[src/rtl/ctx_shadow_pkg.sv]
package ctx_shadow_pkg;

   // Operation requested of the shadow in the current cycle
   typedef enum logic [1:0] {
      SH_IDLE = 2'b00,
      SH_CAPT = 2'b01,
      SH_REST = 2'b10,
      SH_BOTH = 2'b11
   } sh_op_e;

endpackage

[src/rtl/ctx_shadow_ctrl.sv]
module ctx_shadow_ctrl
   import ctx_shadow_pkg::*;
#(
   parameter int N_CAP = 3
) (
   input  logic [N_CAP-1:0] cap_req,
   input  logic             ret_fast,
   output sh_op_e           op
);

   logic any_cap;

   // Merge every capture source; a single source needs no reduction
   generate
      if (N_CAP == 1) begin : g_one
         assign any_cap = cap_req[0];
      end else begin : g_many
         assign any_cap = |cap_req;
      end
   endgenerate

   always_comb begin
      unique case ({ret_fast, any_cap})
         2'b01:   op = SH_CAPT;
         2'b10:   op = SH_REST;
         2'b11:   op = SH_BOTH;
         default: op = SH_IDLE;
      endcase
   end

endmodule

[src/rtl/ctx_shadow_store.sv]
module ctx_shadow_store #(
   parameter int W = 17
) (
   input  logic         clk,
   input  logic         rst_n,
   input  logic         load,
   input  logic [W-1:0] d,
   output logic [W-1:0] q
);

   always_ff @(posedge clk or negedge rst_n) begin
      if (!rst_n) begin
         q <= '0;
      end else if (load) begin
         q <= d;
      end
   end

endmodule

[src/rtl/ctx_shadow_outmux.sv]
module ctx_shadow_outmux #(
   parameter int W        = 17,
   parameter bit GATE_OUT = 1'b1
) (
   input  logic         rest,
   input  logic [W-1:0] q,
   output logic [W-1:0] data,
   output logic         vld
);

   assign vld = rest;

   generate
      if (GATE_OUT) begin : g_gated
         // Outputs are forced quiet unless a restore is under way
         assign data = rest ? q : '0;
      end else begin : g_open
         // Outputs always show the saved copy; the consumer uses vld
         assign data = q;
      end
   endgenerate

endmodule

[src/rtl/ctx_shadow.sv]
module ctx_shadow
   import ctx_shadow_pkg::*;
#(
   parameter int STAT_W   = 5,
   parameter int WORK_W   = 8,
   parameter int BANK_W   = 4,
   parameter int N_CAP    = 3,
   parameter bit GATE_OUT = 1'b1
) (
   input  logic              clk,
   input  logic              rst_n,
   input  logic [N_CAP-1:0]  cap_req_i,
   input  logic              ret_fast_i,
   input  logic [STAT_W-1:0] stat_i,
   input  logic [WORK_W-1:0] work_i,
   input  logic [BANK_W-1:0] bank_i,
   output logic [STAT_W-1:0] stat_o,
   output logic [WORK_W-1:0] work_o,
   output logic [BANK_W-1:0] bank_o,
   output logic              restore_vld_o
);

   localparam int TOT_W = STAT_W + WORK_W + BANK_W;

   // Elaboration-time parameter checks
   generate
      if (STAT_W < 1 || WORK_W < 1 || BANK_W < 1) begin : g_bad_width
         $error("ctx_shadow: every field width must be at least 1");
      end
      if (N_CAP < 1) begin : g_bad_ncap
         $error("ctx_shadow: at least one capture source is required");
      end
   endgenerate

   sh_op_e           op;
   logic             load;
   logic             rest;
   logic [TOT_W-1:0] snap_d;
   logic [TOT_W-1:0] shadow_q;
   logic [TOT_W-1:0] rest_data;

   ctx_shadow_ctrl #(.N_CAP(N_CAP)) u_ctrl (
      .cap_req  (cap_req_i),
      .ret_fast (ret_fast_i),
      .op       (op)
   );

   assign load   = (op == SH_CAPT) || (op == SH_BOTH);
   assign rest   = (op == SH_REST) || (op == SH_BOTH);
   assign snap_d = {stat_i, work_i, bank_i};

   ctx_shadow_store #(.W(TOT_W)) u_store (
      .clk   (clk),
      .rst_n (rst_n),
      .load  (load),
      .d     (snap_d),
      .q     (shadow_q)
   );

   ctx_shadow_outmux #(.W(TOT_W), .GATE_OUT(GATE_OUT)) u_out (
      .rest (rest),
      .q    (shadow_q),
      .data (rest_data),
      .vld  (restore_vld_o)
   );

   assign {stat_o, work_o, bank_o} = rest_data;

endmodule

[config.mk]
export PLATFORM = sky130hd
export DESIGN_NAME = ctx_shadow
export DESIGN_NICKNAME = d
export VERILOG_FILES = /design/src/rtl/ctx_shadow_pkg.sv /design/src/rtl/ctx_shadow_ctrl.sv /design/src/rtl/ctx_shadow_store.sv /design/src/rtl/ctx_shadow_outmux.sv /design/src/rtl/ctx_shadow.sv
export SDC_FILE = /design/constraint.sdc
export NUM_CORES = 1
export LEC_CHECK = 0
export ABC_AREA = 1
export ABC_CLOCK_PERIOD_IN_PS = 1200
export BUFFER_PORTS_ARGS = -buffer_cell sky130_fd_sc_hd__buf_2
export CORE_MARGIN = 1
export CORE_UTILIZATION = 47
export DETAILED_ROUTE_END_ITERATION = 6
export PLACE_DENSITY = 0.81
export SYNTH_ARGS = -nofsm -noshare
export SYNTH_HDL_FRONTEND = slang
export SYNTH_SLANG_ARGS = --single-unit
[constraint.sdc]
create_clock -name clk -period 1.2 [get_ports clk]
set_input_delay 0.06 -clock clk [delete_from_list [all_inputs] [get_ports clk]]
set_output_delay 0.06 -clock clk [all_outputs]
set_load 0.05 [all_outputs]
# Word-level counts from Yosys, hierarchy flattened
# Cells that the tools add are included.
totals:
  regBits: 17
  inputBits: 23
  word_cells: 12
classes:
  eq_ne: 6
  mux: 2
  n_reduce_logical: 3
op_table:
  columns: ["cell", "n"]
  rows:
  - ["$mux W17", 1]
  - ["$eq A2 B2 Y1 const B", 4]
  - ["$pmux W2 S3", 1]
  - ["$eq A2 B1 Y1 const B", 2]
  - ["$reduce_or A3 Y1", 1]
  - ["$logic_or A1 B1 Y1", 2]

# Depth between registers and ports, before layout
# Gate-level depths: netlist of run 1.
depth:
  ltp_word: 6
  mapped_depth: 5
  depth_no_buf: 4

# Hierarchy
# A second synthesis of run 1 with hierarchy kept.
hier_totals:
  cells_unflattened: 115
  area_unflattened_um2: 867.1
by_module_without_submodules:
  columns: ["mod", "instances", "cells_per_inst", "area_per_inst_um2", "seq_area_each_um2"]
  rows:
  - ["ctx_shadow_store", 1, 72, 680.7, 425.4]
  - ["ctx_shadow_outmux", 1, 37, 163.9, 0.0]
  - ["ctx_shadow_ctrl", 1, 4, 15.0, 0.0]
  - ["ctx_shadow", 1, 2, 7.5, 0.0]

# Worst setup path after synthesis of run 1
# No wires, ideal clock.
synth_path:
  kind: "input -> output"
  from: "input port ret_fast_i"
  to: "output port bank_o[0]"
  t_arrival_ns: 0.758
  slack_ns: 0.382
  stages: 4
  path_cell_list: "buf_2 buf_2 nand2_1 inv_1"
synth_via:
  elab_chain_cells: 5
synth_rtl:
  columns: ["element", "line_no", "source"]
  rows:
  - ["from (decl)", "ctx_shadow.sv:13", "input logic ret_fast_i,"]
  - ["$eq A2 B2 Y1 or $eq A2 B1 Y1 (tied branches)", "ctx_shadow_ctrl.sv:23", "unique case ({ret_fast, any_cap})"]
  - ["$pmux W2 S3 *", "ctx_shadow_ctrl.sv:23", null]
  - ["$eq A2 B2 Y1", "ctx_shadow.sv:49", "assign rest = (op == SH_REST) || (op == SH_BOTH);"]
  - ["$logic_or A1 B1 Y1 *", "ctx_shadow.sv:49", null]
  - ["$mux W17 *", "ctx_shadow_outmux.sv:16", "assign data = rest ? q : '0;"]
  - ["to (decl)", "ctx_shadow.sv:19", "output logic [BANK_W-1:0] bank_o,"]
# Mark *: on every way between the ends. The rest lies on a longest branch, timed or not.

# Worst setup path after layout of run 1
layout_path:
  from: "register u_store.q[3]"
  to: "output port bank_o[3]"
layout_via:
  elab_chain_cells: 1
layout_rtl:
  columns: ["element", "line_no", "source"]
  rows:
  - ["from (decl)", "ctx_shadow_store.sv:8", "output logic [W-1:0] q"]
  - ["from (signal assigned)", "ctx_shadow_store.sv:13", "q <= '0;"]
  - ["from (signal assigned)", "ctx_shadow_store.sv:15", "q <= d;"]
  - ["$mux W17", "ctx_shadow_outmux.sv:16", null]
# Every way passes these cells.

==> flow_summary.json, run 1 <==
{
  "result_of_the_run": "complete, no violations",
  "synth_sequential_area_ratio_pct": 50.7,
  "die-area_um2": 1960,
  "setup_viol": 0,
  "largest_reg_flops": 17,
  "synth.top_cells.by_area": "sky130_fd_sc_hd__dfrtp_1 51%, sky130_fd_sc_hd__nand2_1 23%, sky130_fd_sc_hd__nand3_1 10%",
  "design.portCount": 41,
  "synth-edff-count": 0,
  "gr-usage-all-layers_pct": 23.6,
  "mappedNetlistArea_um2": 838,
  "syn_nets": 134,
  "yosys_most_used_dff": "sky130_fd_sc_hd__dfrtp_1",
  "share_of_yosys_cell_area_claimed_by_the_top_area_cell_type_pct": 50.7,
  "post_synth_num_cell_types": 11,
  "clk_path_buf_depth": 2,
  "grt_first_pass_wirelength_um": 3310,
  "coreArea_um2": 1580,
  "place_congestion": 0.711,
  "period_share_pct": 93.1,
  "slew_headroom_pct": 75.0,
  "critical_hold_path_startpoint": "cap_req_i[2]",
  "multiInputGateArea_um2": 308,
  "postSynth.asyncResetShare_pct": 100,
  "dp_hpwl_um": 1270,
  "hold_path.class": "primary input to flop",
  "critPathRequiredTime_ns": 1.14,
  "grt_max_degree": 19,
  "r2r_slack_ns": 0.56,
  "gr-total-overflow": 0,
  "end_kind": "output port",
  "routedWlPerCell_um": 11.1,
  "unrepaired_setup_endpoints_after_global_routing": "false",
  "detail-route-antenna-nets": 0,
  "path_clk_slew_ns": 0.10,
  "rr_startpoint": "u_store.q[5]$_DFFE_PN0P_",
  "initial_utilization_pct": 53.2,
  "synthesis_to_finish_area_growth_pct": 47.3,
  "totalNegativeSetupSlack_ns": 0,
  "ff2ff_path_depth": 2,
  "synth_largest_area_cell": "sky130_fd_sc_hd__dfrtp_1",
  "detailedRoute.firstPassIterationCount": 6,
  "tritoncts_clock_tree": "yes",
  "sequential_cell_area_um2": 425,
  "cts_root_buffer": "sky130_fd_sc_hd__clkbuf_4",
  "rows": 14,
  "finalHoldViolCount": 0,
  "largest_registers": "u_store.q (17)",
  "critical_path.reg2reg.endpoint": "u_store.q[5]$_DFFE_PN0P_",
  "detail_route.iter0.violations": 26,
  "classification_of_the_worst_setup_path": "flop to output port",
  "holdPathEnd": "u_store.q[1]$_DFFE_PN0P_",
  "n_antenna_cell": 0,
  "count_of_final_max_slew_check_failures": 0,
  "synthMostInstantiatedCell": "sky130_fd_sc_hd__nand2_1",
  "share_of_cells_above_drive_strength_1_pct": 28.0,
  "die_x_um": 44.2,
  "route.vias.total": 869,
  "drv_cap": 0,
  "crit_path_max_fanout": 2,
  "io_buffer_count": 40,
  "dpl_worst_slack_ns": 0.298,
  "numClockSinks": 17,
  "post_drt_via_cell_ratio": 4.72,
  "clk_latency_worst_skew_pair_ns": 0.29,
  "clock_skew_ns": 0,
  "grt_antenna_before_repair": 0,
  "filler_cell_count": 116,
  "p_per_area_nw_per_um2": 1070,
  "power.ir.vdd_worst_uv": 722,
  "post-route-drc-count": 0,
  "synth-warning-count": 0,
  "die-height_um": 44.2,
  "hold-path-cell-count": 4,
  "period_needed_ns": 1.12,
  "final_core_density_pct": 78.3,
  "ys_ff_latch": 17,
  "postLayoutSetupSlackWorst_ns": 0.0824,
  "synth.avg_cell_area_um2": 7.55,
  "worst_pin_slew_ns": 0.375,
  "largest_register": "u_store.q",
  "max_clock_freq_ghz": 0.895,
  "leakage_nw": 0.807,
  "cts_max_level": 1,
  "cts-buffers-inserted": 3,
  "postSynthCellCount": 111,
  "drt_wl_total_um": 2040,
  "grt_pass1_vias": 803,
  "nets": 192,
  "critPathLaunchType": "flop",
  "ys_top_cells_by_count": "51 x sky130_fd_sc_hd__nand2_1, 17 x sky130_fd_sc_hd__dfrtp_1, 17 x sky130_fd_sc_hd__inv_1, 17 x sky130_fd_sc_hd__nand3_1, 3 x sky130_fd_sc_hd__buf_2",
  "worst-endpoint-arrival_ns": 1.06
}
==> worst max-delay path, cell delays in order (launching register included) <==
cell and delay, ns:
sky130_fd_sc_hd__dfrtp_1 0.37, sky130_fd_sc_hd__nand2_1 0.06, sky130_fd_sc_hd__inv_1 0.08, sky130_fd_sc_hd__buf_2 0.26
==> worst max-delay path by stage <==
stage                                           end                startpoint  slack [ns]
after floorplan                           bank_o[0]                ret_fast_i        0.38
after global placement    u_store.q[15]$_DFFE_PN0P_              cap_req_i[1]        0.33
after detailed placement  u_store.q[14]$_DFFE_PN0P_              cap_req_i[1]        0.30
after CTS                                 bank_o[3]  u_store.q[3]$_DFFE_PN0P_        0.09
after global routing                      bank_o[3]  u_store.q[3]$_DFFE_PN0P_        0.06
final                                     bank_o[3]  u_store.q[3]$_DFFE_PN0P_        0.08
==> what timing repair did <==
action	CTS	global route
endpoints found under the hold margin	34	0
buffers inserted	0	0
gates resized for setup	0	0
hold buffers	18	0
==> power by group <==
group | leakage [nW] | total, mW | switching, mW | internal, mW
sequential | 0.201 | 0.638 | 0.0229 | 0.615
clock | 0.0150 | 0.307 | 0.178 | 0.129
combinational | 0.591 | 0.379 | 0.253 | 0.126
==> kinds of logic after synthesis <==
family / after synthesis / share of synthesized area [%]
buffers and inverters: 24 / 12.5
flip-flops: 17 / 50.7
AND/OR/NAND/NOR: 70 / 36.7
==> cells in the final DEF (no fill, tap or decap) <==
master	instances
sky130_fd_sc_hd__buf_2	40
sky130_fd_sc_hd__buf_4	1
sky130_fd_sc_hd__clkbuf_1	1
sky130_fd_sc_hd__clkbuf_4	3
sky130_fd_sc_hd__dfrtp_1	17
sky130_fd_sc_hd__dlygate4sd3_1	18
sky130_fd_sc_hd__inv_1	17
sky130_fd_sc_hd__inv_2	1
sky130_fd_sc_hd__nand2_1	51
sky130_fd_sc_hd__nand2_4	1
sky130_fd_sc_hd__nand3_1	17
sky130_fd_sc_hd__nor2_8	1
==> per-stage QoR <==
step	instance area (um2)	cells	hold slack, ns	power [mW]
after detailed placement	1030	162	-0.000461	0.983
after global routing	1230	184	0.122	1.38
final	1230	184	0.117	1.32
after floorplan	838	111	-0.236	0.883
after CTS	1230	184	0.118	1.32
after global placement	1030	162	-0.00389	0.975
==> final cells by class <==
type / count / area share, %
Timing Repair Buffer: 59 / 31.4
Tap cell: 16 / 1.62
Multi-Input combinational cell: 70 / 24.9
Inverter: 18 / 5.47
Clock buffer: 4 / 2.13
Sequential cell: 17 / 34.4
==> metal layers <==
metal	global-route usage (%)	vias to the layer above	routed length [um]
met1	25.9	392	760
met3	2.86	4	94
met2	43.8	31	1170
met5	0	-	0
met4	12.1	0	23
li1	-	442	-
(Power assumes the default switching activity.)
==> inputs of run 2 (changes only) <==
--- a/config.mk
+++ b/config.mk
@@ -6,12 +6,12 @@
 export NUM_CORES = 1
 export LEC_CHECK = 0
 export ABC_AREA = 1
-export ABC_CLOCK_PERIOD_IN_PS = 1200
+export ABC_CLOCK_PERIOD_IN_PS = 1100
 export BUFFER_PORTS_ARGS = -buffer_cell sky130_fd_sc_hd__buf_2
 export CORE_MARGIN = 1
-export CORE_UTILIZATION = 47
+export CORE_UTILIZATION = 44
 export DETAILED_ROUTE_END_ITERATION = 6
-export PLACE_DENSITY = 0.81
+export PLACE_DENSITY = 0.77
 export SYNTH_ARGS = -nofsm -noshare
 export SYNTH_HDL_FRONTEND = slang
 export SYNTH_SLANG_ARGS = --single-unit
==> constraint.sdc (replaced) <==
create_clock -name clk -period 1.1 [get_ports clk]
set_input_delay 0.055 -clock clk [delete_from_list [all_inputs] [get_ports clk]]
set_output_delay 0.055 -clock clk [all_outputs]
set_load 0.05 [all_outputs]
==> run 2 against run 1 <==
Effect of this change:
- critical path depth is the same
- clock power increased by 7.5%
- design area increased by 4.8%
- power increased by 10%
- sequential power increased by 9.1%
- critical endpoint is now work_o[5]
- non-clock buffer count up 1
- core utilization is 5.0 points lower
- worst hold slack worse by 0.013 ns
- largest power group unchanged
- via count increased by 1.2%
- sequential cell count did not move
==> flow_summary.json, run 2 (synthesized netlist as in run 1, its figures left out) <==
{
  "final_core_density_pct": 73.3,
  "die-height_um": 45.7,
  "tritoncts_clock_tree": "yes",
  "setup_viol": 0,
  "n_antenna_cell": 0,
  "largest_register": "u_store.q",
  "final_area_um2": 1290,
  "power.share.sequential_pct": 47.6,
  "p_int_uw": 970,
  "final_cell_mix": "51 x sky130_fd_sc_hd__nand2_1, 24 x sky130_fd_sc_hd__buf_2, 18 x sky130_fd_sc_hd__dlygate4sd3_1",
  "power.total_mw": 1.46,
  "cts_root_buffer": "sky130_fd_sc_hd__clkbuf_4",
  "slew_headroom_pct": 74.6,
  "crit_path_max_incr_delay_ns": 0.36,
  "routedWlPerCell_um": 10.9,
  "grt_antenna_before_repair": 0,
  "unrepaired_setup_endpoints_after_global_routing": "false",
  "numClockSinks": 17,
  "crit_path_cell_trace": "nand2_1 > inv_1 > buf_2",
  "design.portCount": 41,
  "dpl_worst_slack_ns": 0.277,
  "coreArea_um2": 1760,
  "cts-buffers-inserted": 3,
  "mostFrequentLayoutCell": "sky130_fd_sc_hd__nand2_1",
  "route.vias.total": 879,
  "gr-usage-all-layers_pct": 22.5,
  "detail_route.iter0.violations": 11,
  "share_clk_of_total_power_pct": 22.5,
  "crit_path_max_fanout": 2,
  "drv_cap": 0,
  "leakage_nw": 0.812,
  "largest_reg_flops": 17,
  "clk_path_buf_depth": 2,
  "power.switching_uw": 492,
  "die_x_um": 45.7,
  "classification_of_the_worst_setup_path": "flop to output port",
  "critPathRequiredTime_ns": 1.04,
  "max_clock_freq_ghz": 0.945,
  "setup_buffers_after_cts": 0,
  "drt_wl_total_um": 2110,
  "rows": 15,
  "share_of_cells_above_drive_strength_1_pct": 28.4,
  "clk_latency_worst_skew_pair_ns": 0.28,
  "path_clk_slew_ns": 0.10,
  "numPlacedInstances": 172,
  "detailedRoute.firstPassIterationCount": 4,
  "crit_buf_inv": 2,
  "postLayoutSetupSlackWorst_ns": 0.0416,
  "cts_max_level": 1,
  "dp_hpwl_um": 1320,
  "period_needed_ns": 1.06,
  "post-route-drc-count": 0,
  "largest_registers": "u_store.q (17)",
  "post_dp_cell_area_um2": 1050,
  "worst-endpoint-arrival_ns": 1.00,
  "nets": 193,
  "power.ir.vdd_worst_uv": 964,
  "grt_pass1_vias": 785,
  "crit_slowest_cell": "sky130_fd_sc_hd__dfrtp_1",
  "totalNegativeSetupSlack_ns": 0,
  "end_kind": "output port",
  "post_drt_via_cell_ratio": 4.53,
  "power_switching_share_pct": 33.7,
  "finalHoldViolCount": 0,
  "synthesis_to_finish_area_growth_pct": 54.3,
  "die-area_um2": 2080,
  "gr-total-overflow": 0,
  "count_of_final_max_slew_check_failures": 0,
  "io_buffer_count": 40,
  "grt_first_pass_wirelength_um": 3280,
  "grt_max_degree": 19,
  "result_of_the_run": "complete, no violations",
  "clock_skew_ns": 0,
  "critPathLaunchType": "flop",
  "detail-route-antenna-nets": 0,
  "period_share_pct": 96.2,
  "critPathTopFamily": "flip-flops",
  "hold_path.class": "primary input to flop",
  "worst_pin_slew_ns": 0.381,
  "p_per_area_nw_per_um2": 1130,
  "layout.cells.non_filler": 194,
  "combinational_fraction_of_design_power_pct": 29.9,
  "initial_utilization_pct": 47.5,
  "place_congestion": 0.643,
  "holdWs_ns": 0.104
}
==> run 2: cell types whose count changed in the layout (fill, tap and decap cells not counted), sizes merged <==
cell	change
buf	-13
clkbuf	+14
==> run 2: final cells by class <==
cell class	count	area, um2
clock buffers	4	26.3
fillers	162	470
inverters	18	67.6
multi-input cells	70	308
flip-flops and latches	17	425
well taps	25	31.3
repair buffers	60	435
==> run 2: worst paths after layout <==
check	start	end	slack (ns)	depth (start not counted)
max in group asynchronous	rst_n	u_store.q[2]$_DFFE_PN0P_	0.62	2
worst min-delay path	cap_req_i[0]	u_store.q[16]$_DFFE_PN0P_	0.10	4
min in group asynchronous	rst_n	u_store.q[7]$_DFFE_PN0P_	0.21	2
worst max register to register	u_store.q[15]$_DFFE_PN0P_	u_store.q[15]$_DFFE_PN0P_	0.41	2
worst min register to register	u_store.q[16]$_DFFE_PN0P_	u_store.q[16]$_DFFE_PN0P_	0.51	2
worst max-delay path	u_store.q[9]$_DFFE_PN0P_	work_o[5]	0.04	3
==> run 2: repair_timing <==
item	4_1_cts	5_1_grt
endpoints found under the hold margin	34	0
resized for setup	0	18
setup endpoints to repair	0	16
hold buffers	18	0
==> run 2: tightest hold or removal path, stage by stage <==
cell and delay (ns):
sky130_fd_sc_hd__buf_2 0.08, sky130_fd_sc_hd__inv_2 0.08, sky130_fd_sc_hd__nand3_1 0.10, sky130_fd_sc_hd__nand2_1 0.05
==> run 2: layer usage <==
layer,up-vias,share of wire (%),GRT usage [%]
li1,444,-,-
met1,412,43,27.1
met2,19,53,40.3
met3,4,2.5,2.38
met4,0,1.2,9.09
met5,-,0,0
==> run 2: power groups by stage <==
stage / clock network [mW] / logic (mW) / registers, mW
2_1_floorplan: 0 / 0.261 / 0.702
3_3_place_gp: 0 / 0.362 / 0.706
3_5_place_dp: 0 / 0.367 / 0.709
4_1_cts: 0.338 / 0.417 / 0.696
5_1_grt: 0.356 / 0.473 / 0.702
6_report: 0.330 / 0.437 / 0.696
